## src/rtl/hsk_pkg.sv

```systemverilog
package hsk_pkg;

  typedef enum logic [1:0] {PH_IDLE, PH_ARGS, PH_EXEC, PH_RSP} phase_t;

  localparam int N_CMD   = 256;
  localparam int ENT_W   = 16;
  localparam int TBL_W   = N_CMD * ENT_W;
  localparam int REQ_BIT = 4;
  localparam int ACK_BIT = 3;
  localparam logic signed [7:0] LEN_INBAND = -8'sd1;

  // Entry per command: {argument length, response length}, each signed 8 bit.
  function automatic logic [TBL_W-1:0] build_len_table();
    logic [TBL_W-1:0] t;
    logic [7:0] cb;
    logic [7:0] a_len;
    logic [7:0] r_len;
    t = '0;
    for (int c = 0; c < N_CMD; c++) begin
      cb    = 8'(c);
      a_len = cb[3] ? LEN_INBAND : {5'd0, cb[2:0]};
      r_len = cb[7] ? LEN_INBAND : {5'd0, cb[6:4]};
      t[c*ENT_W +: ENT_W] = {a_len, r_len};
    end
    return t;
  endfunction

endpackage

```

## src/rtl/hsk_len_rom.sv

```systemverilog
module hsk_len_rom
  import hsk_pkg::*;
#(
  parameter logic [TBL_W-1:0] TABLE = build_len_table()
) (
  input  logic [7:0]        cmd,
  output logic signed [7:0] arg_len,
  output logic signed [7:0] rsp_len
);

  logic [ENT_W-1:0] entry;

  assign entry   = TABLE[{cmd, 4'b0000} +: ENT_W];
  assign arg_len = entry[15:8];
  assign rsp_len = entry[7:0];

endmodule

```

## src/rtl/hsk_sdp_ram.sv

```systemverilog
module hsk_sdp_ram #(
  parameter int W     = 8,
  parameter int DEPTH = 32,
  localparam int AW   = $clog2(DEPTH)
) (
  input  logic          clk,
  input  logic          we,
  input  logic [AW-1:0] waddr,
  input  logic [W-1:0]  wdata,
  input  logic [AW-1:0] raddr,
  output logic [W-1:0]  rdata
);

  logic [W-1:0] mem [DEPTH];

  always_ff @(posedge clk) begin
    if (we) mem[waddr] <= wdata;
    rdata <= mem[raddr];
  end

endmodule

```

## src/rtl/hsk_cmd_port.sv

```systemverilog
module hsk_cmd_port
  import hsk_pkg::*;
#(
  parameter int BUF_DEPTH = 32,
  localparam int AW       = $clog2(BUF_DEPTH)
) (
  input  logic          clk,
  input  logic          rst,
  input  logic          port_we,
  input  logic [7:0]    port_wdata,
  output logic [7:0]    port_val,
  input  logic [7:0]    sr_in,
  input  logic          sr_dir,
  output logic [7:0]    sr_out,
  output logic          sr_irq,
  output logic          proto_err,
  output logic          exec_start,
  output logic [7:0]    exec_cmd,
  output logic [7:0]    exec_arg_cnt,
  input  logic [AW-1:0] exec_arg_addr,
  output logic [7:0]    exec_arg_data,
  input  logic          exec_rsp_we,
  input  logic [AW-1:0] exec_rsp_addr,
  input  logic [7:0]    exec_rsp_wdata,
  input  logic [7:0]    exec_rsp_len,
  input  logic          exec_unknown,
  input  logic          exec_done
);

  localparam logic [7:0] ACK_MASK  = 8'(1 << ACK_BIT);
  localparam logic [7:0] IDLE_PORT = 8'((1 << REQ_BIT) | (1 << ACK_BIT));
  localparam logic [7:0] DEPTH8    = 8'(BUF_DEPTH);

  phase_t            ph;
  logic [7:0]        port_q, cmd_q, sro_q;
  logic              irq_q, err_q, start_q;
  logic [7:0]        arg_len, arg_cnt, rsp_len, rsp_ptr;
  logic              arg_inb, rsp_inb, zfill;
  logic signed [7:0] tbl_arg, tbl_rsp;
  logic [7:0]        rsp_rd;

  logic changed, valid_req, release_w, dir_ok, take, arg_we;

  assign changed   = port_we && (port_wdata != port_q);
  assign valid_req = changed && !port_wdata[REQ_BIT] && port_wdata[ACK_BIT];
  assign release_w = changed && port_wdata[REQ_BIT] && !port_wdata[ACK_BIT];
  assign dir_ok    = (ph == PH_RSP) ? !sr_dir : sr_dir;
  assign take      = valid_req && dir_ok && (ph != PH_EXEC);
  assign arg_we    = take && (ph == PH_ARGS) && !arg_inb && (arg_cnt < DEPTH8);

  hsk_len_rom u_rom (
    .cmd     (sr_in),
    .arg_len (tbl_arg),
    .rsp_len (tbl_rsp)
  );

  hsk_sdp_ram #(.W(8), .DEPTH(BUF_DEPTH)) u_arg_buf (
    .clk   (clk),
    .we    (arg_we),
    .waddr (arg_cnt[AW-1:0]),
    .wdata (sr_in),
    .raddr (exec_arg_addr),
    .rdata (exec_arg_data)
  );

  hsk_sdp_ram #(.W(8), .DEPTH(BUF_DEPTH)) u_rsp_buf (
    .clk   (clk),
    .we    (exec_rsp_we),
    .waddr (exec_rsp_addr),
    .wdata (exec_rsp_wdata),
    .raddr (rsp_ptr[AW-1:0]),
    .rdata (rsp_rd)
  );

  always_ff @(posedge clk) begin
    if (rst) begin
      ph      <= PH_IDLE;
      port_q  <= IDLE_PORT;
      cmd_q   <= '0;
      sro_q   <= '0;
      irq_q   <= 1'b0;
      err_q   <= 1'b0;
      start_q <= 1'b0;
      arg_len <= '0;
      arg_cnt <= '0;
      rsp_len <= '0;
      rsp_ptr <= '0;
      arg_inb <= 1'b0;
      rsp_inb <= 1'b0;
      zfill   <= 1'b0;
    end else begin
      irq_q   <= 1'b0;
      err_q   <= 1'b0;
      start_q <= 1'b0;
      if (changed) begin
        if (release_w)      port_q <= port_wdata | ACK_MASK;
        else if (valid_req) port_q <= port_wdata & ~ACK_MASK;
        else                port_q <= port_wdata;
      end
      if (valid_req && !take) err_q <= 1'b1;
      if (take) begin
        irq_q <= 1'b1;
        unique case (ph)
          PH_IDLE: begin
            cmd_q   <= sr_in;
            arg_inb <= (tbl_arg == LEN_INBAND);
            arg_len <= (tbl_arg == LEN_INBAND) ? 8'd0 : tbl_arg;
            rsp_inb <= (tbl_rsp == LEN_INBAND);
            rsp_len <= (tbl_rsp == LEN_INBAND) ? 8'd0 : tbl_rsp;
            arg_cnt <= '0;
            rsp_ptr <= '0;
            zfill   <= 1'b0;
            ph      <= PH_ARGS;
          end
          PH_ARGS: begin
            if (arg_inb) begin
              arg_len <= sr_in;
              arg_inb <= 1'b0;
            end else begin
              arg_cnt <= arg_cnt + 8'd1;
            end
          end
          PH_RSP: begin
            if (rsp_inb) begin
              sro_q   <= rsp_len;
              rsp_inb <= 1'b0;
            end else if (rsp_ptr < rsp_len) begin
              sro_q   <= (zfill || rsp_ptr >= DEPTH8) ? 8'd0 : rsp_rd;
              rsp_ptr <= rsp_ptr + 8'd1;
            end
          end
          default: ;
        endcase
      end else begin
        if (ph == PH_ARGS && !arg_inb && arg_cnt == arg_len) begin
          start_q <= 1'b1;
          ph      <= PH_EXEC;
        end
        if (ph == PH_EXEC && exec_done) begin
          if (rsp_inb) rsp_len <= exec_unknown ? 8'd0 : exec_rsp_len;
          zfill <= exec_unknown;
          ph    <= PH_RSP;
        end
        if (ph == PH_RSP && !rsp_inb && rsp_ptr == rsp_len) ph <= PH_IDLE;
      end
    end
  end

  assign port_val     = port_q;
  assign sr_out       = sro_q;
  assign sr_irq       = irq_q;
  assign proto_err    = err_q;
  assign exec_start   = start_q;
  assign exec_cmd     = cmd_q;
  assign exec_arg_cnt = arg_cnt;

  AST_PORT_HOLD: assert property (@(posedge clk) disable iff (rst)
    !$past(port_we) |-> $stable(port_q));
  AST_ACK_LOW_ON_BYTE: assert property (@(posedge clk) disable iff (rst)
    irq_q |-> !port_q[ACK_BIT]);
  AST_ERR_NO_IRQ: assert property (@(posedge clk) disable iff (rst)
    !(irq_q && err_q));
  AST_START_PULSE: assert property (@(posedge clk) disable iff (rst)
    start_q |=> !start_q);
  AST_START_IN_EXEC: assert property (@(posedge clk) disable iff (rst)
    start_q |-> (ph == PH_EXEC));
  AST_RSP_BOUND: assert property (@(posedge clk) disable iff (rst)
    (ph == PH_RSP) |-> (rsp_ptr <= rsp_len));

endmodule

```

## config.mk

```make
export PLATFORM = sky130hd
export DESIGN_NAME = hsk_cmd_port
export DESIGN_NICKNAME = d
export VERILOG_FILES = /design/src/rtl/hsk_pkg.sv /design/src/rtl/hsk_len_rom.sv /design/src/rtl/hsk_sdp_ram.sv /design/src/rtl/hsk_cmd_port.sv
export SDC_FILE = /design/constraint.sdc
export NUM_CORES = 1
export LEC_CHECK = 0
export CORE_ASPECT_RATIO = 1.4
export CORE_UTILIZATION = 39
export CTS_BUF_LIST = sky130_fd_sc_hd__clkbuf_8
export CTS_CLUSTER_SIZE = 8
export DETAILED_ROUTE_END_ITERATION = 10
export PLACE_DENSITY = 0.6
export SYNTH_ARGS = -nofsm -noshare
export SYNTH_HDL_FRONTEND = slang
export SYNTH_HIERARCHICAL = 1
export SYNTH_SLANG_ARGS = --single-unit
export TNS_END_PERCENT = 20
```

## constraint.sdc

```tcl
create_clock -name clk -period 3.39 [get_ports clk]
set_input_delay 0.678 -clock clk [delete_from_list [all_inputs] [get_ports clk]]
set_output_delay 0.678 -clock clk [all_outputs]
set_load 0.03 [all_outputs]
```

# Yosys cells after proc, flatten, opt, wreduce, memory -nomap -nowiden
# Memories as Yosys holds them, arrays and structs flattened. A register that Yosys moved wholly into a read port is not among the register bits.
# Index checks and enable logic that the tools add are counted.
# totals
reg_bits,64
mem_bits_rw,512
inputBits,49
out_inout_bits,43
elab_cells,114
n_memories,2
# mem_list
name,depth,width,rd,rd_clocked_by_memory_dff,wr,line_no,rtl
u_arg_buf.mem,32,8,1,1,1,hsk_sdp_ram.sv:14,logic [W-1:0] mem [DEPTH];
u_rsp_buf.mem,32,8,1,1,1,hsk_sdp_ram.sv:14,
# op_classes
addsub,2
magnitude_cmp,3
eq_ne,14
shifts,1
n_mux,37
reduce_logical,41
# op_table
operator,n
variable part select 4096 x 13 -> 16 bit (first input constant),1
2-to-1 mux 8 bit,14
one-hot mux 8 bit (2 select lines),3
adder 8 x 1 -> 8 bit (second input constant),2
equality test 8 x 1 -> 1 bit (second input constant),2
equality test 8 bit,2
logical AND 1 bit,16
AND reduction 3 bit,4
2-to-1 mux 1 bit,11
2-to-1 mux 2 bit,5
!= test 2 bit (second input constant),5
AND reduction 2 bit,5
nonzero test 2 bit,5
>= comparator 8 x 6 -> 1 bit (second input constant),1
less-than comparator 8 x 6 -> 1 bit (second input constant),1
less-than comparator 8 bit,1
2-to-1 mux 4 bit,2
!= test 8 bit,1
zero test 1 bit,6
equality test 2 bit (second input constant),2
one-hot mux 1 bit (2 select lines),2
AND reduction 4 bit,1
nonzero test 4 bit,1
equality test 2 x 1 -> 1 bit (second input constant),1
4 further kinds,4

# Depth between registers and ports, before layout
# Gate-level depths: netlist (run 1).
# logic_depth
ltp_word,11
mapped_depth,11

# Cells and area by module
# Netlist (run 1), hierarchy kept.
# by_module_without_submodules
mod,n_inst,cells_per_inst,area_each_um2,seq_area_each_um2
hsk_sdp_ram,2,417,10053.4,7847.5
hsk_cmd_port,1,379,3495.9,1281.2
hsk_len_rom,1,16,112.6,0.0

# Least setup slack after synthesis (run 1)
# OpenSTA, ideal clock, no wires.
# synth_path
path_type,input port to flip-flop
from,input sr_dir
to,memory u_arg_buf.mem[28][0] (enable)
arrival_ns,3.110
t_required_ns,3.020
slack_ns,-0.090
cell_stages,10
path_buffers,3
cell_sequence,xnor2_1 or3_1 buf_4 a21oi_4 buf_2 nand2_1 nor4_1 or3b_2 clkbuf_1 nor2_1
# synth_between
elab_chain_cells,9
# synth_rtl
element,line_no,rtl
from (decl),hsk_cmd_port.sv:13,"input logic sr_dir,"
zero test 1 bit,hsk_cmd_port.sv:47,assign dir_ok = (ph == PH_RSP) ? !sr_dir : sr_dir;
2-to-1 mux 1 bit *,hsk_cmd_port.sv:47,
logical AND 1 bit * (2 in a row),hsk_cmd_port.sv:48,assign take = valid_req && dir_ok && (ph != PH_EXEC);
logical AND 1 bit * (3 in a row),hsk_cmd_port.sv:49,assign arg_we = take && (ph == PH_ARGS) && !arg_inb && (arg_cnt < DEPTH8);
named net arg_we,hsk_cmd_port.sv:42,"logic changed, valid_req, release_w, dir_ok, take, arg_we;"
2-to-1 mux 1 bit *,hsk_sdp_ram.sv:17,if (we) mem[waddr] <= wdata;
2-to-1 mux 1 bit (implied by the code) *,hsk_sdp_ram.sv:17,
to (decl),hsk_sdp_ram.sv:14,
# The timed path passes the listed nets; every way through them passes the cells marked *.

# Worst setup path after layout (run 1)
# layout_path
from,register ph[0]
to,memory u_arg_buf.mem[0][6] (enable)
# layout_between
elab_chain_cells,9
elab_cells_between_ends,11
classes_between,eq/ne: 3; mux: 3; reduce/logical: 5
# layout_rtl
element,line_no,rtl
from (decl),hsk_cmd_port.sv:34,phase_t ph;
from (signal assigned),hsk_cmd_port.sv:77,ph <= PH_IDLE;
from (signal assigned),hsk_cmd_port.sv:113,ph <= PH_ARGS;
from (signal assigned),hsk_cmd_port.sv:137,ph <= PH_EXEC;
equality test 2 bit,hsk_cmd_port.sv:47,
2-to-1 mux 1 bit,hsk_cmd_port.sv:47,
logical AND 1 bit (2 in a row),hsk_cmd_port.sv:48,
logical AND 1 bit * (3 in a row),hsk_cmd_port.sv:49,
named net arg_we,hsk_cmd_port.sv:42,
2-to-1 mux 1 bit *,hsk_sdp_ram.sv:17,
2-to-1 mux 1 bit (implied by the code) *,hsk_sdp_ram.sv:17,
# Marks and branches as above.

==> flow_summary.html, run 1 <==
<table>
<tr><th>Metric</th><th>Value</th></tr>
<tr><th colspan="2">Synth</th></tr>
<tr><td>Sequential cell area fraction in the yosys report</td><td>0.716</td></tr>
<tr><td>Top-count cell post-synth</td><td>sky130_fd_sc_hd__edfxtp_1</td></tr>
<tr><td>Distinct cell type count after synthesis</td><td>60</td></tr>
<tr><td>Most area-consuming cells after synthesis</td><td>sky130_fd_sc_hd__edfxtp_1, sky130_fd_sc_hd__mux4_2, sky130_fd_sc_hd__dfxtp_1</td></tr>
<tr><td>Syn Std Cell Area</td><td>0.0237 sq mm</td></tr>
<tr><td>Synthesized area per cell</td><td>19.3 sq um</td></tr>
<tr><td>Biggest area consumer among synthesized cells</td><td>sky130_fd_sc_hd__edfxtp_1</td></tr>
<tr><td>Most frequent cells after synthesis</td><td>sky130_fd_sc_hd__edfxtp_1, sky130_fd_sc_hd__mux4_2, sky130_fd_sc_hd__nor2_1</td></tr>
<tr><td>Dominant register cell in the synthesized netlist</td><td>sky130_fd_sc_hd__edfxtp_1</td></tr>
<tr><td>Number of synthesized register bits</td><td>slightly below 600</td></tr>
<tr><td>Yosys warning total</td><td>6</td></tr>
<tr><td>Mapped Nets</td><td>around 1300</td></tr>
<tr><td>Mapped Cells</td><td>1229</td></tr>
<tr><td>Number of flops mapped to enable cells by yosys</td><td>~500</td></tr>
<tr><td>Top cell type's share of synthesized area</td><td>0.648</td></tr>
<tr><td>Proportion of register bits with asynchronous set or reset after synthesis</td><td>0</td></tr>
<tr><th colspan="2">Global route</th></tr>
<tr><td>Final global-route overflow total</td><td>0</td></tr>
<tr><td>Routing usage on met3</td><td>0.0275</td></tr>
<tr><td>Maximum number of pins on one net before global-route repair</td><td>71</td></tr>
<tr><td>Vias in the first global route</td><td>12900</td></tr>
<tr><td>Overall routing resource usage</td><td>0.183</td></tr>
<tr><td>Met1 Use GR</td><td>0.202</td></tr>
<tr><td>Global-route wire length before repair</td><td>a little over 80000 um</td></tr>
<tr><td>Routing layer with the top usage in global route</td><td>met2</td></tr>
<tr><td>Initial antenna violation count</td><td>1</td></tr>
<tr><td>GR Layer Usage met2</td><td>0.352</td></tr>
<tr><th colspan="2">Worst setup path</th></tr>
<tr><td>Crit path largest cell delay</td><td>590 ps</td></tr>
<tr><td>Ordered list of cells on the worst path</td><td>inv_1, ha_1, or3_1, a21oi_4, nand2_1, nor4_1, buf_4, or3b_2, nor2_1, buf_4</td></tr>
<tr><td>Largest fanout on the critical path</td><td>8</td></tr>
<tr><td>Data arrival time of the critical path</td><td>3410 ps</td></tr>
<tr><td>Most prevalent standard cell on the critical path</td><td>sky130_fd_sc_hd__buf_4</td></tr>
<tr><td>Critical Path Source Type</td><td>flop</td></tr>
<tr><td>Worst Setup End Kind</td><td>flop</td></tr>
<tr><td>WP data required</td><td>3770 ps</td></tr>
<tr><td>Critical path class</td><td>flop to flop</td></tr>
<tr><td>Critical-path cell with the highest stage delay</td><td>sky130_fd_sc_hd__or3b_2</td></tr>
<tr><th colspan="2">Clock tree</th></tr>
<tr><td>Number of instances resized during post-cts repair</td><td>0</td></tr>
<tr><td>CTS Root Cell</td><td>sky130_fd_sc_hd__clkbuf_8</td></tr>
<tr><td>Cts bufs inserted</td><td>92</td></tr>
<tr><td>Number of clock sinks seen by CTS</td><td>592</td></tr>
<tr><td>H-tree Lvls</td><td>3</td></tr>
<tr><td>Worst-skew pair later-pin latency</td><td>670 ps</td></tr>
<tr><td>CTS clock-pin slew for the worst setup and hold paths</td><td>60 ps</td></tr>
<tr><td>Post-CTS Setup Bufs</td><td>0</td></tr>
<tr><td>Clock tree from TritonCTS</td><td>yes</td></tr>
<tr><td>Largest buffer count on any clock path</td><td>3</td></tr>
<tr><td>Hold bufs inserted after CTS</td><td>0</td></tr>
<tr><th colspan="2">Cells and area</th></tr>
<tr><td>Storage cell area</td><td>0.0170 sq mm</td></tr>
<tr><td>Fraction of layout cells with a size suffix above 1</td><td>0.287</td></tr>
<tr><td>Area of all placed cells without fillers</td><td>around 0.028 sq mm</td></tr>
<tr><td>Number of fill cells</td><td>between 5000 and 6000</td></tr>
<tr><td>Footprint of the multi-input gates</td><td>0.00629 sq mm</td></tr>
<tr><td>Area overhead of the layout relative to synthesis</td><td>17.3%</td></tr>
<tr><td>Net count of the finished layout</td><td>1525</td></tr>
<tr><th colspan="2">Timing</th></tr>
<tr><td>Slew at the pin closest to its max-slew limit</td><td>703 ps</td></tr>
<tr><td>Number of pins with negative max-slew slack in the final report</td><td>0</td></tr>
<tr><td>Part of the cycle the worst path needs</td><td>0.896</td></tr>
<tr><td>Setup repair after global routing missed its margin</td><td>false</td></tr>
<tr><td>Worst slew margin relative to its limit</td><td>0.531</td></tr>
<tr><td>Maximum clock rate</td><td>between 300 and 400 MHz</td></tr>
<tr><td>Final min period</td><td>3040 ps</td></tr>
<tr><td>Worst-case clock skew</td><td>26.6 ps</td></tr>
<tr><td>Setup Viol. Count Final</td><td>0</td></tr>
<tr><td>Number of endpoints with negative hold slack in the final report</td><td>0</td></tr>
<tr><th colspan="2">Place</th></tr>
<tr><td>Post-place instance area</td><td>0.0262 sq mm</td></tr>
<tr><td>Number of buffers inserted by port buffering</td><td>91</td></tr>
<tr><td>RePlAce Congestion</td><td>between 0.8 and 0.9</td></tr>
<tr><td>Total half-perimeter wirelength after legalization and detailed placement</td><td>~37000 um</td></tr>
<tr><th colspan="2">Floorplanning</th></tr>
<tr><td>Effective utilization at floorplan</td><td>0.396</td></tr>
<tr><td>Number of rows in the core area</td><td>between 100 and 150</td></tr>
<tr><td>Die Outline Area</td><td>0.0618 sq mm</td></tr>
<tr><td>Core area</td><td>0.0599 sq mm</td></tr>
<tr><td>Horizontal extent of the die</td><td>210 um</td></tr>
<tr><td>Die boundary height</td><td>294 um</td></tr>
<tr><td>Top Ports</td><td>92</td></tr>
<tr><th colspan="2">Route</th></tr>
<tr><td>Vias per Instance</td><td>5.26</td></tr>
<tr><td>Final routed wirelength across all metal layers</td><td>roughly 56000 um</td></tr>
<tr><td>DRT iter0 DRCs</td><td>777</td></tr>
<tr><td>Detailed-route via count</td><td>roughly 12000</td></tr>
<tr><td>Residual DRC</td><td>0</td></tr>
<tr><td>Average detailed-routed wire length per instance</td><td>~24 um</td></tr>
<tr><td>Antenna viol nets, final</td><td>0</td></tr>
<tr><td>Count of TritonRoute iterations in the first routing pass</td><td>5</td></tr>
<tr><th colspan="2">Min path</th></tr>
<tr><td>Type of the worst min-delay path</td><td>input pin to flop</td></tr>
<tr><th colspan="2">Pwr</th></tr>
<tr><td>Internal power component</td><td>11100 uW</td></tr>
<tr><td>Switching power total</td><td>between 3000 and 4000 uW</td></tr>
<tr><td>Sequential fraction of design power</td><td>0.561</td></tr>
<tr><td>Proportion of power drawn by the clock network</td><td>0.380</td></tr>
<tr><td>Standby leakage power</td><td>0.00905 uW</td></tr>
<tr><td>Combinational fraction of design power</td><td>0.059</td></tr>
<tr><td>Worst vdd rail ir drop</td><td>0.307 mV</td></tr>
<tr><td>P per Cell Area</td><td>514 mW/mm^2</td></tr>
<tr><td>Total chip power</td><td>14300 uW</td></tr>
<tr><td>Switching Fraction</td><td>0.222</td></tr>
<tr><th colspan="2">Status</th></tr>
<tr><td>Status</td><td>finished clean</td></tr>
<tr><th colspan="2">Run</th></tr>
<tr><td>Max-Cap Viols</td><td>0</td></tr>
</table>
==> layout by cell type, fill, tap and decap left out, types with 15 or more instances in the layout <==
cell type                         netlist  final
sky130_fd_sc_hd__mux2_2                24     24
sky130_fd_sc_hd__clkbuf_8               0     99
sky130_fd_sc_hd__xor2_1                15     15
sky130_fd_sc_hd__inv_1                 21     56
sky130_fd_sc_hd__clkdlybuf4s50_1        0     86
sky130_fd_sc_hd__edfxtp_1             512    512
sky130_fd_sc_hd__a22oi_1               16     16
sky130_fd_sc_hd__nor2_1               110    110
sky130_fd_sc_hd__mux2i_1               16     16
sky130_fd_sc_hd__ha_1                  15     15
sky130_fd_sc_hd__mux4_2               160    160
sky130_fd_sc_hd__buf_4                 25    109
sky130_fd_sc_hd__dfxtp_1               80     78
==> per-stage QoR <==
step | setup slack, ps | hold slack (ps) | util | TNS [ps] | cells
floorplan | -90.3 | 463 | - | -5550 | 1229
global placement | -116 | 475 | 0.437 | -6640 | 2177
detailed placement | -137 | 483 | 0.437 | -7820 | 2177
CTS | 343 | 323 | 0.464 | 0 | 2330
global route | 174 | 370 | 0.464 | 0 | 2331
finish | 353 | 388 | 0.464 | 0 | 2331
==> worst max-delay path: cells and delay by family, from the launching register on <==
kind,cells,cell delay (ps)
AO/OA/AOI/OAI,1,180
adder cells (fa/ha/maj),1,260
buffers and inverters,3,420
flip-flops,1,390
AND/OR/NAND/NOR,5,1480
==> layer usage <==
layer  wire [um]  vias to the layer above  share of wire
li1            -                     5471              -
met1       20100                     6448           0.36
met2       31900                      290           0.57
met3        2260                       60          0.041
met4        1210                        0          0.022
met5           0                        -              0
==> sequential cells by signal, indices dropped and copies added (netlist names) <==
signal	count
u_arg_buf/mem	256
arg_len	8
exec_arg_cnt	8
exec_start	1
rsp_ptr	8
zfill	1
sr_irq	1
rsp_inb	1
u_arg_buf/rdata	8
u_rsp_buf/mem	256
rsp_len	8
arg_inb	1
exec_cmd	8
proto_err	1
u_rsp_buf/rdata	8
ph	2
sr_out	8
port_val	8
==> area by class of cell <==
class	count	area share
timing repair buffer	205	0.0654
clock buffer	99	0.0490
clock inverter	54	0.00989
sequential	592	0.610
tap	810	0.0364
multi-input combinational	549	0.226
antenna	1	0.0000900
inverter	21	0.00283
==> path summary, 6_finish.rpt <==
kind	startpoint	to	slack (ps)	depth (start not counted)
hold / removal	rst	rsp_len[2]$_SDFFE_PP0P_	390	2
hold reg to reg	exec_cmd[7]$_SDFFE_PP0P_	exec_cmd[7]$_SDFFE_PP0P_	490	2
setup / recovery	ph[0]$_SDFFE_PP0P_	u_arg_buf/mem[0][6]$_DFFE_PP_	350	10
setup reg to reg	ph[0]$_SDFFE_PP0P_	u_arg_buf/mem[0][6]$_DFFE_PP_	350	10
==> power by group through the flow <==
| stage | registers [uW] | logic [uW] | clock network (uW) |
|---|---|---|---|
| final | 8020 | 844 | 5440 |
| after detailed placement | 8170 | 859 | 0 |
| after CTS | 8020 | 861 | 5600 |
| after global placement | 8170 | 846 | 0 |
| after global routing | 8030 | 909 | 5870 |
| after floorplan | 8210 | 426 | 0 |
==> cell families (layout without fill, tap and decap cells) <==
logic type | Yosys count | count (layout) | share of synthesized area
flip-flops | 592 | 592 | 0.716
AND/OR/NAND/NOR | 213 | 213 | 0.0455
multiplexers | 200 | 200 | 0.170
AO/OA/AOI/OAI | 102 | 102 | 0.0346
buffers and inverters | 88 | 379 | 0.0191
XOR/XNOR | 19 | 19 | 0.00702
adder cells (fa/ha/maj) | 15 | 15 | 0.00791
other | 0 | 1 | 0
(Power assumes the default switching activity.)
==> run 2: changes to the inputs <==
Settings changed: CORE_UTILIZATION 39 to 45, PLACE_DENSITY 0.6 to 0.67.
==> flow_summary.html, run 2 (synthesized netlist as in run 1, its figures left out) <==
<table>
<tr><th>Metric</th><th>Value</th></tr>
<tr><th colspan="2">Clock tree</th></tr>
<tr><td>Largest buffer count on any clock path</td><td>3 (unchanged)</td></tr>
<tr><td>CTS Root Cell</td><td>sky130_fd_sc_hd__clkbuf_8</td></tr>
<tr><td>Post-CTS Setup Bufs</td><td>0 (unchanged)</td></tr>
<tr><td>Number of clock sinks seen by CTS</td><td>592 (unchanged)</td></tr>
<tr><td>H-tree Lvls</td><td>3 (unchanged)</td></tr>
<tr><td>Worst-skew pair later-pin latency</td><td>670 ps (about the same)</td></tr>
<tr><td>Cts bufs inserted</td><td>90 (-2.2%)</td></tr>
<tr><td>CTS clock-pin slew for the worst setup and hold paths</td><td>60 ps (about the same)</td></tr>
<tr><td>Hold bufs inserted after CTS</td><td>0 (unchanged)</td></tr>
<tr><td>Clock tree from TritonCTS</td><td>yes</td></tr>
<tr><td>Number of instances resized during post-cts repair</td><td>0 (unchanged)</td></tr>
<tr><th colspan="2">Global route</th></tr>
<tr><td>Final global-route overflow total</td><td>0 (unchanged)</td></tr>
<tr><td>Met1 Use GR</td><td>0.220 (+0.0180)</td></tr>
<tr><td>Global-route wire length before repair</td><td>79400 um (-3.9%)</td></tr>
<tr><td>Maximum number of pins on one net before global-route repair</td><td>35 (-51%)</td></tr>
<tr><td>Initial antenna violation count</td><td>3 (+2)</td></tr>
<tr><td>Routing usage on met3</td><td>0.0335 (+0.00598)</td></tr>
<tr><td>GR Layer Usage met2</td><td>0.383 (+0.0313)</td></tr>
<tr><td>Routing layer with the top usage in global route</td><td>met2</td></tr>
<tr><td>Overall routing resource usage</td><td>0.203 (+0.0197)</td></tr>
<tr><td>Vias in the first global route</td><td>12900 (-0.41%)</td></tr>
<tr><th colspan="2">Timing</th></tr>
<tr><td>Number of endpoints with negative hold slack in the final report</td><td>0 (unchanged)</td></tr>
<tr><td>Smallest setup slack after layout</td><td>365 ps (+11.9 ps)</td></tr>
<tr><td>Worst slew margin relative to its limit</td><td>0.501 (-0.0297)</td></tr>
<tr><td>Setup repair after global routing missed its margin</td><td>false</td></tr>
<tr><td>Final min period</td><td>3030 ps (-11.9 ps)</td></tr>
<tr><td>Number of pins with negative max-slew slack in the final report</td><td>0 (unchanged)</td></tr>
<tr><td>Slew at the pin closest to its max-slew limit</td><td>746 ps (+42.3 ps)</td></tr>
<tr><td>Setup Viol. Count Final</td><td>0 (unchanged)</td></tr>
<tr><td>Part of the cycle the worst path needs</td><td>0.892 (-0.00351)</td></tr>
<tr><td>Maximum clock rate</td><td>331 MHz (+0.39%)</td></tr>
<tr><td>Setup_tns</td><td>0 ps (unchanged)</td></tr>
<tr><td>Worst-case clock skew</td><td>21.4 ps (-5.18 ps)</td></tr>
<tr><th colspan="2">Min path</th></tr>
<tr><td>Hold path depth</td><td>2 (unchanged)</td></tr>
<tr><td>Worst Min Path Start</td><td>rst</td></tr>
<tr><td>Type of the worst min-delay path</td><td>input pin to flop</td></tr>
<tr><td>Endpoint of the worst hold-timing path</td><td>arg_inb$_SDFFE_PP0P_</td></tr>
<tr><th colspan="2">Cells and area</th></tr>
<tr><td>Number of fill cells</td><td>4098 (-20%)</td></tr>
<tr><td>Net count of the finished layout</td><td>1534 (+0.59%)</td></tr>
<tr><td>Area of all placed cells without fillers</td><td>0.0277 sq mm (-0.40%)</td></tr>
<tr><td>Highest-count cells in the layout ignoring fill and taps</td><td>sky130_fd_sc_hd__edfxtp_1, sky130_fd_sc_hd__mux4_2, sky130_fd_sc_hd__buf_4</td></tr>
<tr><td>Footprint of the multi-input gates</td><td>0.00629 sq mm (+0.12%)</td></tr>
<tr><td>Storage cell area</td><td>0.0170 sq mm (unchanged)</td></tr>
<tr><td>Area overhead of the layout relative to synthesis</td><td>16.8%</td></tr>
<tr><td>Regs by FF count</td><td>u_arg_buf/mem (256), u_rsp_buf/mem (256)</td></tr>
<tr><td>Most common cell after layout, fill and taps aside</td><td>sky130_fd_sc_hd__edfxtp_1</td></tr>
<tr><td>Final core area utilization</td><td>0.533 (+0.0685)</td></tr>
<tr><td>Fraction of layout cells with a size suffix above 1</td><td>0.289 (+0.00195)</td></tr>
<tr><th colspan="2">Floorplanning</th></tr>
<tr><td>Effective utilization at floorplan</td><td>0.456 (+0.0602)</td></tr>
<tr><td>Horizontal extent of the die</td><td>196 um (-6.8%)</td></tr>
<tr><td>Die boundary height</td><td>274 um (-6.9%)</td></tr>
<tr><td>Core area</td><td>0.0520 sq mm (-13%)</td></tr>
<tr><td>Top Ports</td><td>92 (unchanged)</td></tr>
<tr><td>Die Outline Area</td><td>0.0536 sq mm (-13%)</td></tr>
<tr><td>Number of rows in the core area</td><td>99 (-6.6%)</td></tr>
<tr><th colspan="2">Run</th></tr>
<tr><td>Max-Cap Viols</td><td>0 (unchanged)</td></tr>
<tr><th colspan="2">Worst setup path</th></tr>
<tr><td>Critical path class</td><td>flop to flop</td></tr>
<tr><td>Endpoint of the worst register-to-register path</td><td>u_arg_buf/mem[12][0]$_DFFE_PP_</td></tr>
<tr><td>Largest fanout on the critical path</td><td>8 (unchanged)</td></tr>
<tr><td>WP data required</td><td>3770 ps (about the same)</td></tr>
<tr><td>Data arrival time of the critical path</td><td>3400 ps (about the same)</td></tr>
<tr><td>Worst flop-to-flop path startpoint</td><td>ph[0]$_SDFFE_PP0P_</td></tr>
<tr><td>FF-to-FF path depth</td><td>10 (unchanged)</td></tr>
<tr><td>Critical Path Source Type</td><td>flop</td></tr>
<tr><td>Worst Setup End Kind</td><td>flop</td></tr>
<tr><td>Worst R2R Setup Slack</td><td>360 ps (about the same)</td></tr>
<tr><th colspan="2">Place</th></tr>
<tr><td>Worst slack at placement</td><td>-121 ps (+15.3 ps)</td></tr>
<tr><td>Total half-perimeter wirelength after legalization and detailed placement</td><td>36500 um (-1.7%)</td></tr>
<tr><td>Number of buffers inserted by port buffering</td><td>91 (unchanged)</td></tr>
<tr><td>Post-place instance area</td><td>0.0261 sq mm (-0.37%)</td></tr>
<tr><td>RePlAce Congestion</td><td>0.825 (+2.1%)</td></tr>
<tr><th colspan="2">Route</th></tr>
<tr><td>Residual DRC</td><td>0 (unchanged)</td></tr>
<tr><td>Antenna viol nets, final</td><td>0 (unchanged)</td></tr>
<tr><td>Final routed wirelength across all metal layers</td><td>53100 um (-4.5%)</td></tr>
<tr><td>DRT iter0 DRCs</td><td>941 (+21%)</td></tr>
<tr><td>Count of TritonRoute iterations in the first routing pass</td><td>5 (unchanged)</td></tr>
<tr><td>Detailed-route via count</td><td>12300 (+0.024%)</td></tr>
<tr><td>Average detailed-routed wire length per instance</td><td>24.2 um (+1.5%)</td></tr>
<tr><td>Vias per Instance</td><td>5.60 (+6.3%)</td></tr>
<tr><th colspan="2">Pwr</th></tr>
<tr><td>P per Cell Area</td><td>513 mW/mm^2 (-0.33%)</td></tr>
<tr><td>Worst vdd rail ir drop</td><td>0.342 mV (+11%)</td></tr>
<tr><td>Standby leakage power</td><td>0.00914 uW (+0.99%)</td></tr>
<tr><th colspan="2">Status</th></tr>
<tr><td>Status</td><td>finished clean</td></tr>
</table>
## run 2: cell types whose count changed in the layout (fill, tap and decap cells not counted), sizes merged
| cell | before | now |
|---|---|---|
| clkbuf | 99 | 100 |
| clkinvlp | 2 | 1 |
| diode | 1 | 3 |
| clkinv | 13 | 9 |
| clkdlybuf4s50 | 86 | 87 |
| buf | 119 | 129 |
| bufinv | 2 | 1 |
| inv | 58 | 66 |
## run 2: area by class of cell
cell class,instances,share of cell area
well taps,656,0.0296
clock inverters,56,0.00876
flip-flops and latches,592,0.613
clock buffers,100,0.0497
multi-input cells,549,0.227
inverters,21,0.00284
repair buffers,216,0.0688
diodes,3,0.000271
## run 2: metrics by stage
| stage | power, uW | instances | hold WS, ps |
|---|---|---|---|
| after floorplan | 8640 | 1229 | 463 |
| after global routing | 14700 | 2192 | 414 |
| final | 14200 | 2193 | 415 |
| after global placement | 9020 | 2034 | 479 |
| after CTS | 14400 | 2190 | 363 |
| after detailed placement | 9040 | 2034 | 486 |
## run 2: worst max-delay path: stages (launching register included)
cell	delay, ps
sky130_fd_sc_hd__dfxtp_1	340
sky130_fd_sc_hd__ha_1	280
sky130_fd_sc_hd__xnor2_1	160
sky130_fd_sc_hd__or3_1	410
sky130_fd_sc_hd__a21oi_4	190
sky130_fd_sc_hd__nand2_1	70
sky130_fd_sc_hd__nor4_1	170
sky130_fd_sc_hd__buf_4	160
sky130_fd_sc_hd__or3b_2	600
sky130_fd_sc_hd__nor2_1	160
sky130_fd_sc_hd__buf_4	190
## run 2: layer usage
layer	share of wire	vias to the layer above
met5	0.00025	-
met4	0.031	2
met3	0.040	70
met2	0.56	320
met1	0.36	6384
li1	-	5496
## run 2: worst max-delay path by stage
stage	startpoint	end	slack, ps	cells after the start
after floorplan	sr_dir	u_arg_buf/mem[28][0]$_DFFE_PP_	-90	10
after global placement	sr_dir	u_arg_buf/mem[12][2]$_DFFE_PP_	-120	10
after detailed placement	sr_dir	u_arg_buf/mem[8][2]$_DFFE_PP_	-120	10
after CTS	ph[0]$_SDFFE_PP0P_	u_arg_buf/mem[12][0]$_DFFE_PP_	360	10
after global routing	ph[0]$_SDFFE_PP0P_	u_arg_buf/mem[8][6]$_DFFE_PP_	270	10
final	ph[0]$_SDFFE_PP0P_	u_arg_buf/mem[12][0]$_DFFE_PP_	360	10
## run 2: power breakdown
part	total (uW)	internal [uW]	switching (uW)
clock	5330	2750	2580
combinational	855	352	503
sequential	8020	7990	34.9
total	14200	11100	3120
